**config.mk**
```make
export PLATFORM = sky130hd
export DESIGN_NAME = eeprom_bitbang_resp
export DESIGN_NICKNAME = d
export VERILOG_FILES = /design/src/rtl/eeb_pkg.sv /design/src/rtl/eeb_ctrl_reg.sv /design/src/rtl/eeb_rom.sv /design/src/rtl/eeb_seq.sv /design/src/rtl/eeprom_bitbang_resp.sv
export SDC_FILE = /design/constraint.sdc
export NUM_CORES = 1
export LEC_CHECK = 0
export BUFFER_PORTS_ARGS = -buffer_cell sky130_fd_sc_hd__buf_4
export CAP_MARGIN = 20
export CORE_MARGIN = 3
export CORE_UTILIZATION = 36
export DETAILED_ROUTE_END_ITERATION = 8
export SLEW_MARGIN = 30
export SYNTH_ARGS = -nofsm -noshare
export SYNTH_HDL_FRONTEND = slang
export SYNTH_HIERARCHICAL = 1
export SYNTH_SLANG_ARGS = --single-unit
```
**constraint.sdc**
```tcl
create_clock -name clk -period 5.67 [get_ports clk]
set_input_delay 0.2835 -clock clk [delete_from_list [all_inputs] [get_ports clk]]
set_output_delay 0.2835 -clock clk [all_outputs]
set_load 0.01 [all_outputs]
```
**src/rtl/eeb_pkg.sv**
```systemverilog
package eeb_pkg;
  localparam int OP_W    = 8;
  localparam int ADR_W   = 8;
  localparam int DAT_W   = 16;
  localparam int STAT_W  = 8;
  localparam int TYPE_W  = 2;
  localparam int CHK_CNT = 64;

  localparam logic [OP_W-1:0]   OP_READ     = 8'h03;
  localparam logic [OP_W-1:0]   OP_STAT     = 8'h05;
  localparam logic [STAT_W-1:0] STATUS_BYTE = 8'h00;
  localparam logic [TYPE_W-1:0] MEM_TYPE    = 2'd1;
  localparam logic [DAT_W-1:0]  CHK_TARGET  = 16'hBABA;

  localparam int B_SCLK   = 0;
  localparam int B_SDI    = 1;
  localparam int B_SDO    = 2;
  localparam int B_REQ    = 3;
  localparam int B_GNT    = 4;
  localparam int TYPE_LSB = 8;

  function automatic logic [DAT_W-1:0] base_word(input logic [ADR_W-1:0] a);
    return {a, a ^ 8'hA5};
  endfunction

  function automatic logic [DAT_W-1:0] fix_word();
    logic [DAT_W-1:0] s;
    s = '0;
    for (int i = 0; i < CHK_CNT - 1; i++) s = s + base_word(ADR_W'(i));
    return CHK_TARGET - s;
  endfunction

  localparam logic [DAT_W-1:0] FIX_WORD = fix_word();

  function automatic logic [DAT_W-1:0] rom_word(input logic [ADR_W-1:0] a);
    return (a == ADR_W'(CHK_CNT - 1)) ? FIX_WORD : base_word(a);
  endfunction
endpackage

```
**src/rtl/eeb_ctrl_reg.sv**
```systemverilog
module eeb_ctrl_reg
  import eeb_pkg::*;
#(
  parameter int REG_W = 32,
  parameter int BE_W  = REG_W / 8
) (
  input  logic             clk,
  input  logic             rst_n,
  input  logic             wr_en,
  input  logic [BE_W-1:0]  wr_be,
  input  logic [REG_W-1:0] wr_data,
  output logic             sclk,
  output logic             sdi,
  output logic             req,
  output logic             gnt,
  output logic             step,
  output logic             step_din,
  output logic             wr_full
);
  logic sclk_q, sdi_q, req_q, gnt_q;
  logic sclk_n, sdi_n, req_n, gnt_n;

  assign wr_full  = wr_en && (&wr_be);
  assign step     = wr_full && !sclk_q && wr_data[B_SCLK];
  assign step_din = wr_data[B_SDI];

  always_comb begin
    sclk_n = sclk_q;
    sdi_n  = sdi_q;
    req_n  = req_q;
    gnt_n  = gnt_q;
    if (wr_full) begin
      sclk_n = wr_data[B_SCLK];
      sdi_n  = wr_data[B_SDI];
      req_n  = wr_data[B_REQ];
      gnt_n  = wr_data[B_REQ];
    end
  end

  always_ff @(posedge clk or negedge rst_n) begin
    if (!rst_n) begin
      sclk_q <= 1'b0;
      sdi_q  <= 1'b0;
      req_q  <= 1'b0;
      gnt_q  <= 1'b0;
    end else if (wr_full) begin
      sclk_q <= sclk_n;
      sdi_q  <= sdi_n;
      req_q  <= req_n;
      gnt_q  <= gnt_n;
    end
  end

  assign sclk = sclk_q;
  assign sdi  = sdi_q;
  assign req  = req_q;
  assign gnt  = gnt_q;
endmodule

```
**src/rtl/eeb_rom.sv**
```systemverilog
module eeb_rom
  import eeb_pkg::*;
#(
  parameter int AW = ADR_W,
  parameter int DW = DAT_W
) (
  input  logic [AW-1:0] addr,
  output logic [DW-1:0] word
);
  always_comb word = DW'(rom_word(ADR_W'(addr)));
endmodule

```
**src/rtl/eeb_seq.sv**
```systemverilog
module eeb_seq
  import eeb_pkg::*;
#(
  parameter int OW = OP_W,
  parameter int AW = ADR_W,
  parameter int DW = DAT_W,
  parameter int SW = STAT_W
) (
  input  logic          clk,
  input  logic          rst_n,
  input  logic          step,
  input  logic          din,
  input  logic [DW-1:0] rom_data,
  output logic [AW-1:0] rom_addr,
  output logic          sdo,
  output logic          err
);
  localparam int OCW = $clog2(OW + 1);
  localparam int ACW = $clog2(AW + 1);
  localparam int DCW = $clog2(DW + 1);
  localparam int DIX = $clog2(DW);
  localparam int SIX = $clog2(SW);
  localparam logic [OCW-1:0] OC_FULL = OCW'(OW);
  localparam logic [OCW-1:0] OC_LAST = OCW'(OW - 1);
  localparam logic [ACW-1:0] AC_FULL = ACW'(AW);
  localparam logic [DCW-1:0] DC_LAST = DCW'(DW - 1);
  localparam logic [DCW-1:0] SC_LAST = DCW'(SW - 1);

  logic [OW-1:0]  op_q, op_n;
  logic [OCW-1:0] oc_q, oc_n;
  logic [AW-1:0]  adr_q, adr_n;
  logic [ACW-1:0] ac_q, ac_n;
  logic [DCW-1:0] dc_q, dc_n;
  logic           sdo_q, sdo_n;
  logic           err_q, err_n;
  logic           clr;
  logic [OW-1:0]  op_shift;

  assign op_shift = {op_q[OW-2:0], din};

  always_comb begin
    op_n  = op_q;
    oc_n  = oc_q;
    adr_n = adr_q;
    ac_n  = ac_q;
    dc_n  = dc_q;
    sdo_n = sdo_q;
    err_n = err_q;
    clr   = 1'b0;
    if (step) begin
      if (oc_q != OC_FULL) begin
        op_n = op_shift;
        oc_n = oc_q + 1'b1;
        if (oc_q == OC_LAST && op_shift != OW'(OP_READ) && op_shift != OW'(OP_STAT)) begin
          err_n = 1'b1;
          clr   = 1'b1;
        end
      end else if (op_q == OW'(OP_READ)) begin
        if (ac_q != AC_FULL) begin
          adr_n = {adr_q[AW-2:0], din};
          ac_n  = ac_q + 1'b1;
        end else begin
          sdo_n = rom_data[dc_q[DIX-1:0]];
          dc_n  = dc_q + 1'b1;
          if (dc_q == DC_LAST) clr = 1'b1;
        end
      end else begin
        sdo_n = STATUS_BYTE[dc_q[SIX-1:0]];
        dc_n  = dc_q + 1'b1;
        if (dc_q == SC_LAST) clr = 1'b1;
      end
      if (clr) begin
        op_n  = '0;
        oc_n  = '0;
        adr_n = '0;
        ac_n  = '0;
        dc_n  = '0;
      end
    end
  end

  always_ff @(posedge clk or negedge rst_n) begin
    if (!rst_n) begin
      op_q  <= '0;
      oc_q  <= '0;
      adr_q <= '0;
      ac_q  <= '0;
      dc_q  <= '0;
      sdo_q <= 1'b0;
      err_q <= 1'b0;
    end else if (step) begin
      op_q  <= op_n;
      oc_q  <= oc_n;
      adr_q <= adr_n;
      ac_q  <= ac_n;
      dc_q  <= dc_n;
      sdo_q <= sdo_n;
      err_q <= err_n;
    end
  end

  assign rom_addr = adr_q;
  assign sdo      = sdo_q;
  assign err      = err_q;
endmodule

```
**src/rtl/eeprom_bitbang_resp.sv**
```systemverilog
module eeprom_bitbang_resp
  import eeb_pkg::*;
#(
  parameter int REG_W = 32,
  parameter int BE_W  = REG_W / 8
) (
  input  logic             clk,
  input  logic             rst_n,
  input  logic             wr_en,
  input  logic [BE_W-1:0]  wr_be,
  input  logic [REG_W-1:0] wr_data,
  output logic [REG_W-1:0] rd_data,
  output logic             err
);
  logic sclk, sdi, req, gnt, step, step_din, wr_full, sdo;
  logic [ADR_W-1:0] rom_addr;
  logic [DAT_W-1:0] rom_data;

  eeb_ctrl_reg #(.REG_W(REG_W), .BE_W(BE_W)) u_reg (
    .clk(clk), .rst_n(rst_n), .wr_en(wr_en), .wr_be(wr_be), .wr_data(wr_data),
    .sclk(sclk), .sdi(sdi), .req(req), .gnt(gnt), .step(step),
    .step_din(step_din), .wr_full(wr_full)
  );

  eeb_seq u_seq (
    .clk(clk), .rst_n(rst_n), .step(step), .din(step_din),
    .rom_data(rom_data), .rom_addr(rom_addr), .sdo(sdo), .err(err)
  );

  eeb_rom u_rom (.addr(rom_addr), .word(rom_data));

  always_comb begin
    rd_data                    = '0;
    rd_data[B_SCLK]            = sclk;
    rd_data[B_SDI]             = sdi;
    rd_data[B_SDO]             = sdo;
    rd_data[B_REQ]             = req;
    rd_data[B_GNT]             = gnt;
    rd_data[TYPE_LSB+:TYPE_W]  = MEM_TYPE;
  end

  logic unused_full;
  assign unused_full = wr_full;
endmodule

```
; ---- Yosys cells after proc, flatten, opt, wreduce, memory -nomap -nowiden
; Memories as Yosys holds them, arrays and structs flattened.
; Cells that the tools add are included.
[word_totals]
regBits = 34
rom_bits = 8
input_bits = 39
out_inout_bits = 33
elab_cells = 74
n_memories = 1
[mem_list]
columns = memory, words, word_bits, read_ports, rd_ports_with_merged_regs, write_ports, line_no
row1 = (no name shown), 8, 1, 1, 0, 0, eeb_seq.sv:68  ; sdo_n = STATUS_BYTE[dc_q[SIX-1:0]];
[classes]
n_addsub = 3
n_lt_le_gt_ge = 2
n_eq_ne = 12
muxes = 29
bitwise_logic = 2
n_reduce_logical = 15
[ops]
columns = op, count
row1 = 8-bit 2-to-1 mux, 6
row2 = 4-bit 2-to-1 mux, 6
row3 = 5-bit 2-to-1 mux, 4
row4 = 16-bit 2-to-1 mux, 1
row5 = 1-bit 2-to-1 mux, 11
row6 = 3-bit AND reduction, 3
row7 = "4-bit by 1-bit adder with 4-bit output, second input constant", 2
row8 = "8-bit by 2-bit equality test with 1-bit output, second input constant", 1
row9 = "8-bit by 6-bit equality test with 1-bit output, second input constant", 1
row10 = "4-bit != test, second input constant", 2
row11 = "8-bit by 2-bit != test with 1-bit output, second input constant", 1
row12 = "8-bit by 3-bit != test with 1-bit output, second input constant", 1
row13 = 4-bit AND reduction, 2
row14 = 2-bit nonzero test, 3
row15 = "5-bit by 1-bit adder with 5-bit output, second input constant", 1
row16 = "5-bit by 3-bit equality test with 1-bit output, second input constant", 1
row17 = "5-bit by 4-bit equality test with 1-bit output, second input constant", 1
row18 = 1-bit logical AND, 5
row19 = "4-bit by 5-bit < comparator with 1-bit output, second input constant", 1
row20 = 1-bit binary-select mux with 4-bit select, 1
row21 = "4-bit by 3-bit equality test with 1-bit output, second input constant", 1
row22 = "3-bit by 4-bit < comparator with 1-bit output, second input constant", 1
row23 = "2-bit != test, second input constant", 2
row24 = 4-bit NOT, 1
row25 = other kinds (4), 4

; ---- Depth between registers and ports, before layout
[depth]
ltp_word = 8
ltp_mapped = 8
depth_no_buf = 7

; ---- Modules after synthesis
; The synthesis kept the hierarchy.
[modules_own_cells]
columns = module, n_inst, cells_per_inst, area_each_um2, seq_area_each_um2
row1 = eeb_seq, 1, 184, 1765.4, 775.7
row2 = eeprom_bitbang_resp, 1, 34, 247.7, 0.0
row3 = eeb_ctrl_reg, 1, 12, 175.2, 75.1
row4 = eeb_rom, 1, 21, 151.4, 0.0

; ---- Worst setup path after synthesis
; OpenSTA, ideal clock, no wires.
[synth_path]
path_kind = register to register
start = reg u_seq.adr_q[5] (netlist: u_seq/rom_addr[5])
end = reg u_seq.sdo_q (netlist: u_seq/sdo)
setup_time_ps = 117
arrival_ps = 1998
required_ps = 5553
slack_ps = 3555
path_stages_with_launch = 9
n_path_buf = 2
synth_period_minus_slack_ps = 2115
path_cell_list = dfrtp_1 and4_4 buf_6 a21o_1 buf_4 mux4_2 mux4_2 nand3_1 nand2_1
[synth_between]
elab_chain_cells = 6
word_cells_on_any_way = 7
classes_between = 1 x eq/ne / 5 x mux / 1 x bitwise
[synth_rtl]
columns = element, line_no
row1 = from (decl), eeb_seq.sv:31  ; logic [AW-1:0] adr_q, adr_n;
row2 = from (signal assigned), eeb_seq.sv:94  ; adr_q <= adr_n;
row3 = 8-bit by 6-bit equality test with 1-bit output, eeb_pkg.sv:36  ; return (a == ADR_W'(CHK_CNT - 1)) ? FIX_WORD : base_word(a);
row4 = 16-bit 2-to-1 mux, eeb_pkg.sv:36
row5 = via rom_data[6], eeprom_bitbang_resp.sv:17  ; logic [DAT_W-1:0] rom_data;
row6 = 1-bit binary-select mux with 4-bit select, eeb_seq.sv:63  ; sdo_n = rom_data[dc_q[DIX-1:0]];
row7 = 1-bit 2-to-1 mux (not written as such), eeb_seq.sv:63
row8 = 1-bit 2-to-1 mux, eeb_seq.sv:59  ; if (ac_q != AC_FULL) begin
row9 = 1-bit 2-to-1 mux, eeb_seq.sv:58  ; end else if (op_q == OW'(OP_READ)) begin
row10 = to (signal assigned), eeb_seq.sv:97  ; sdo_q <= sdo_n;
row11 = to (decl), eeb_seq.sv:34  ; logic sdo_q, sdo_n;
; The timed path passes the listed nets, and every way through them passes these cells. The select of a mux whose other input is x is not followed.
; A chain may end at the register's enable or synchronous reset.

; ---- Final worst setup path
[layout_path]
start = reg u_seq.dc_q[0]
end = reg u_seq.adr_q[7] (netlist: u_seq/rom_addr[7])
[layout_between]
elab_chain_cells = 8
word_cells_on_any_way = 13
classes_between = 3 x eq/ne / 7 x mux / 3 x reduce/logical
[layout_rtl]
columns = element, line_no
row1 = from (decl), eeb_seq.sv:33  ; logic [DCW-1:0] dc_q, dc_n;
row2 = from (signal assigned), eeb_seq.sv:96  ; dc_q <= dc_n;
row3 = 5-bit by 4-bit equality test with 1-bit output, eeb_seq.sv:65  ; if (dc_q == DC_LAST) clr = 1'b1;
row4 = 1-bit 2-to-1 mux, eeb_seq.sv:65
row5 = 1-bit 2-to-1 mux, eeb_seq.sv:59
row6 = 1-bit 2-to-1 mux *, eeb_seq.sv:58
row7 = 1-bit 2-to-1 mux *, eeb_seq.sv:51  ; if (oc_q != OC_FULL) begin
row8 = 1-bit 2-to-1 mux *, eeb_seq.sv:50  ; if (step) begin
row9 = 2-bit != test (no line) or 2-bit nonzero test (tied branches), --
row10 = 4-bit AND reduction (no line), --
; Every way passes the cells marked *; elsewhere a longest branch is shown, timed or not. The select of a mux whose other input is x is not followed.

==> qor.yml <==
htree_levels: 2
maxSlewViolCount: 0
worstHoldStart: "wr_data[3]"
drc: 0
final_nets: 294
cp.required_ns: 5.82
critical_path_class: "register to register"
status: "finished clean"
cap_violations: 0
setup_tns_ns: 0
synth_cells: 250
port-buffer-count: 15
cp-start-kind: "register"
crit_fanout: 12
avgSynthCellArea_sq_um: 9.34
antenna_left: 0
p_per_area_mw_per_mm2: 222
crit_path_end_kind: "register"
met2_length_um: 2110
setup_slack_ns: 2.91
post-route-min-period_ns: 2.76
setup-violations-final: 0
wire_per_inst_um: 13.9
final_common_cell: "nand2_1"
dpl.hpwl_um: 3230
reg2reg_from: "u_seq/dc_q[0]$_DFFE_PN0P_"
firstDrtPassIters: 4
rsz0062_at_grt: "no"
path_clk_slew_ns: 0.07
fmax_mhz: 363
finalWirelength_um: 4530
crit_path_start: "u_seq/dc_q[0]$_DFFE_PN0P_"
coreArea_sq_mm: 0.00610
worst_pin_slew_ns: 0.880
timing.critical_path.arrival_ns: 2.91
cts_tree: "built"
groute.usage.overall: 0.127
syn_area_sq_mm: 0.00234
highest_layer: "met4"
layout_common_cells: "nand2_1, dfrtp_1, o21ai_0, conb_1, buf_4"
num_vias: 1694
clock_latency_ns: 0.29
cts_root_buf: "clkbuf_8"
grt.overflow.total: 0
yosys_warnings: 6
fp.dieH_um: 86.6
peakVddDrop_uv: 148
antenna_found_initial: 0
finalHoldViolCount: 0
grt_pass1_wl_um: 7560
area_growth_pct: 2.57
via_per_inst: 5.21
die_w_um: 86.6
place_congestion: 0.749
p_leak_nw: 1.11
initialDrtViolationCount: 153
cts_made_buffers: 5
final_layout_size_suffix_gt1_frac: 0.164
min_path_type: "primary input to register"
place_ws_ns: 2.67
nFillCells: 624
slew-limit-headroom: 0.412
n_antenna_cell: 0
clockBufferDepth: 2
clkSinkCount: 34
grt_max_degree: 35
io_pins: 72
initial_core_util: 0.383
die_area_sq_mm: 0.00749
wl_met3_um: 249
post-route-period-util: 0.486
met1_length_um: 2100
final_util: 0.393
grt_pass1_vias: 1566
fp-row-count: 28
skew_ns: 0.00914
==> per-layer routing <==
metal / vias up / track usage
met3: 7 / 0.0361
li1: 816 / -
met5: - / 0
met1: 828 / 0.176
met4: 0 / 0.0467
met2: 43 / 0.190
==> flip-flops by register name, summed over array words and instances (netlist names) <==
| register | count |
|---|---|
| u_seq/oc_q | 4 |
| u_reg/gnt | 1 |
| u_seq/op_q | 8 |
| u_seq/rom_addr | 8 |
| u_seq/sdo | 1 |
| u_reg/sdi | 1 |
| u_reg/sclk | 1 |
| u_seq/err | 1 |
| u_seq/dc_q | 5 |
| u_seq/ac_q | 4 |
==> worst max-delay path, cell delays in order (launching register included) <==
cell	delay, ns
dfrtp_1	0.52
ha_1	0.31
and3_1	0.20
ha_1	0.21
nand4b_1	0.18
a21oi_1	0.70
or2_2	0.36
o21ai_0	0.14
==> power breakdown <==
| group | internal (mW) | leakage [nW] | total (mW) | switching (mW) |
|---|---|---|---|---|
| sequential | 0.256 | 0.444 | 0.269 | 0.0135 |
| combinational | 0.0358 | 0.615 | 0.0776 | 0.0418 |
| clock | 0.0975 | 0.0472 | 0.185 | 0.0875 |
==> stage by stage <==
step / area [sq um] / cells / hold slack (ns) / total power, mW
after detailed placement: 2290 / 316 / 0.268 / 0.351
after global placement: 2290 / 316 / 0.264 / 0.349
after floorplan: 2430 / 275 / -0.0121 / 0.346
after CTS: 2400 / 325 / 0.230 / 0.539
final: 2400 / 325 / 0.239 / 0.532
after global routing: 2400 / 325 / 0.217 / 0.563
==> area by class of cell <==
| type | count | area (sq um) | share of cell area |
|---|---|---|---|
| timing repair buffer | 16 | 123 | 0.0512 |
| inverter | 12 | 45.0 | 0.0188 |
| clock buffer | 6 | 82.6 | 0.0345 |
| clock inverter | 2 | 12.5 | 0.00522 |
| tap | 75 | 93.8 | 0.0392 |
| sequential | 34 | 851 | 0.355 |
| multi-input combinational | 180 | 1190 | 0.496 |
==> repair_timing <==
action                    in CTS  in global routing
hold endpoints to repair      34                  0
hold buffers                   1                  0
setup buffers                  0                  0
gates resized for setup        0                  0
==> worst paths after layout <==
kind,endpoint,slack (ns),cells after the start
worst max register to register,u_seq/rom_addr[7]$_DFFE_PN0P_,2.91,7
worst min-delay path,u_reg/gnt$_DFFE_PN0P_,0.24,2
worst max-delay path,u_seq/rom_addr[7]$_DFFE_PN0P_,2.91,7
worst min register to register,u_seq/sdo$_DFFE_PN0P_,0.48,2
max in group asynchronous,u_seq/rom_addr[7]$_DFFE_PN0P_,4.86,2
min in group asynchronous,u_seq/ac_q[3]$_DFFE_PN0P_,0.50,2
(Power assumes the default switching activity.)
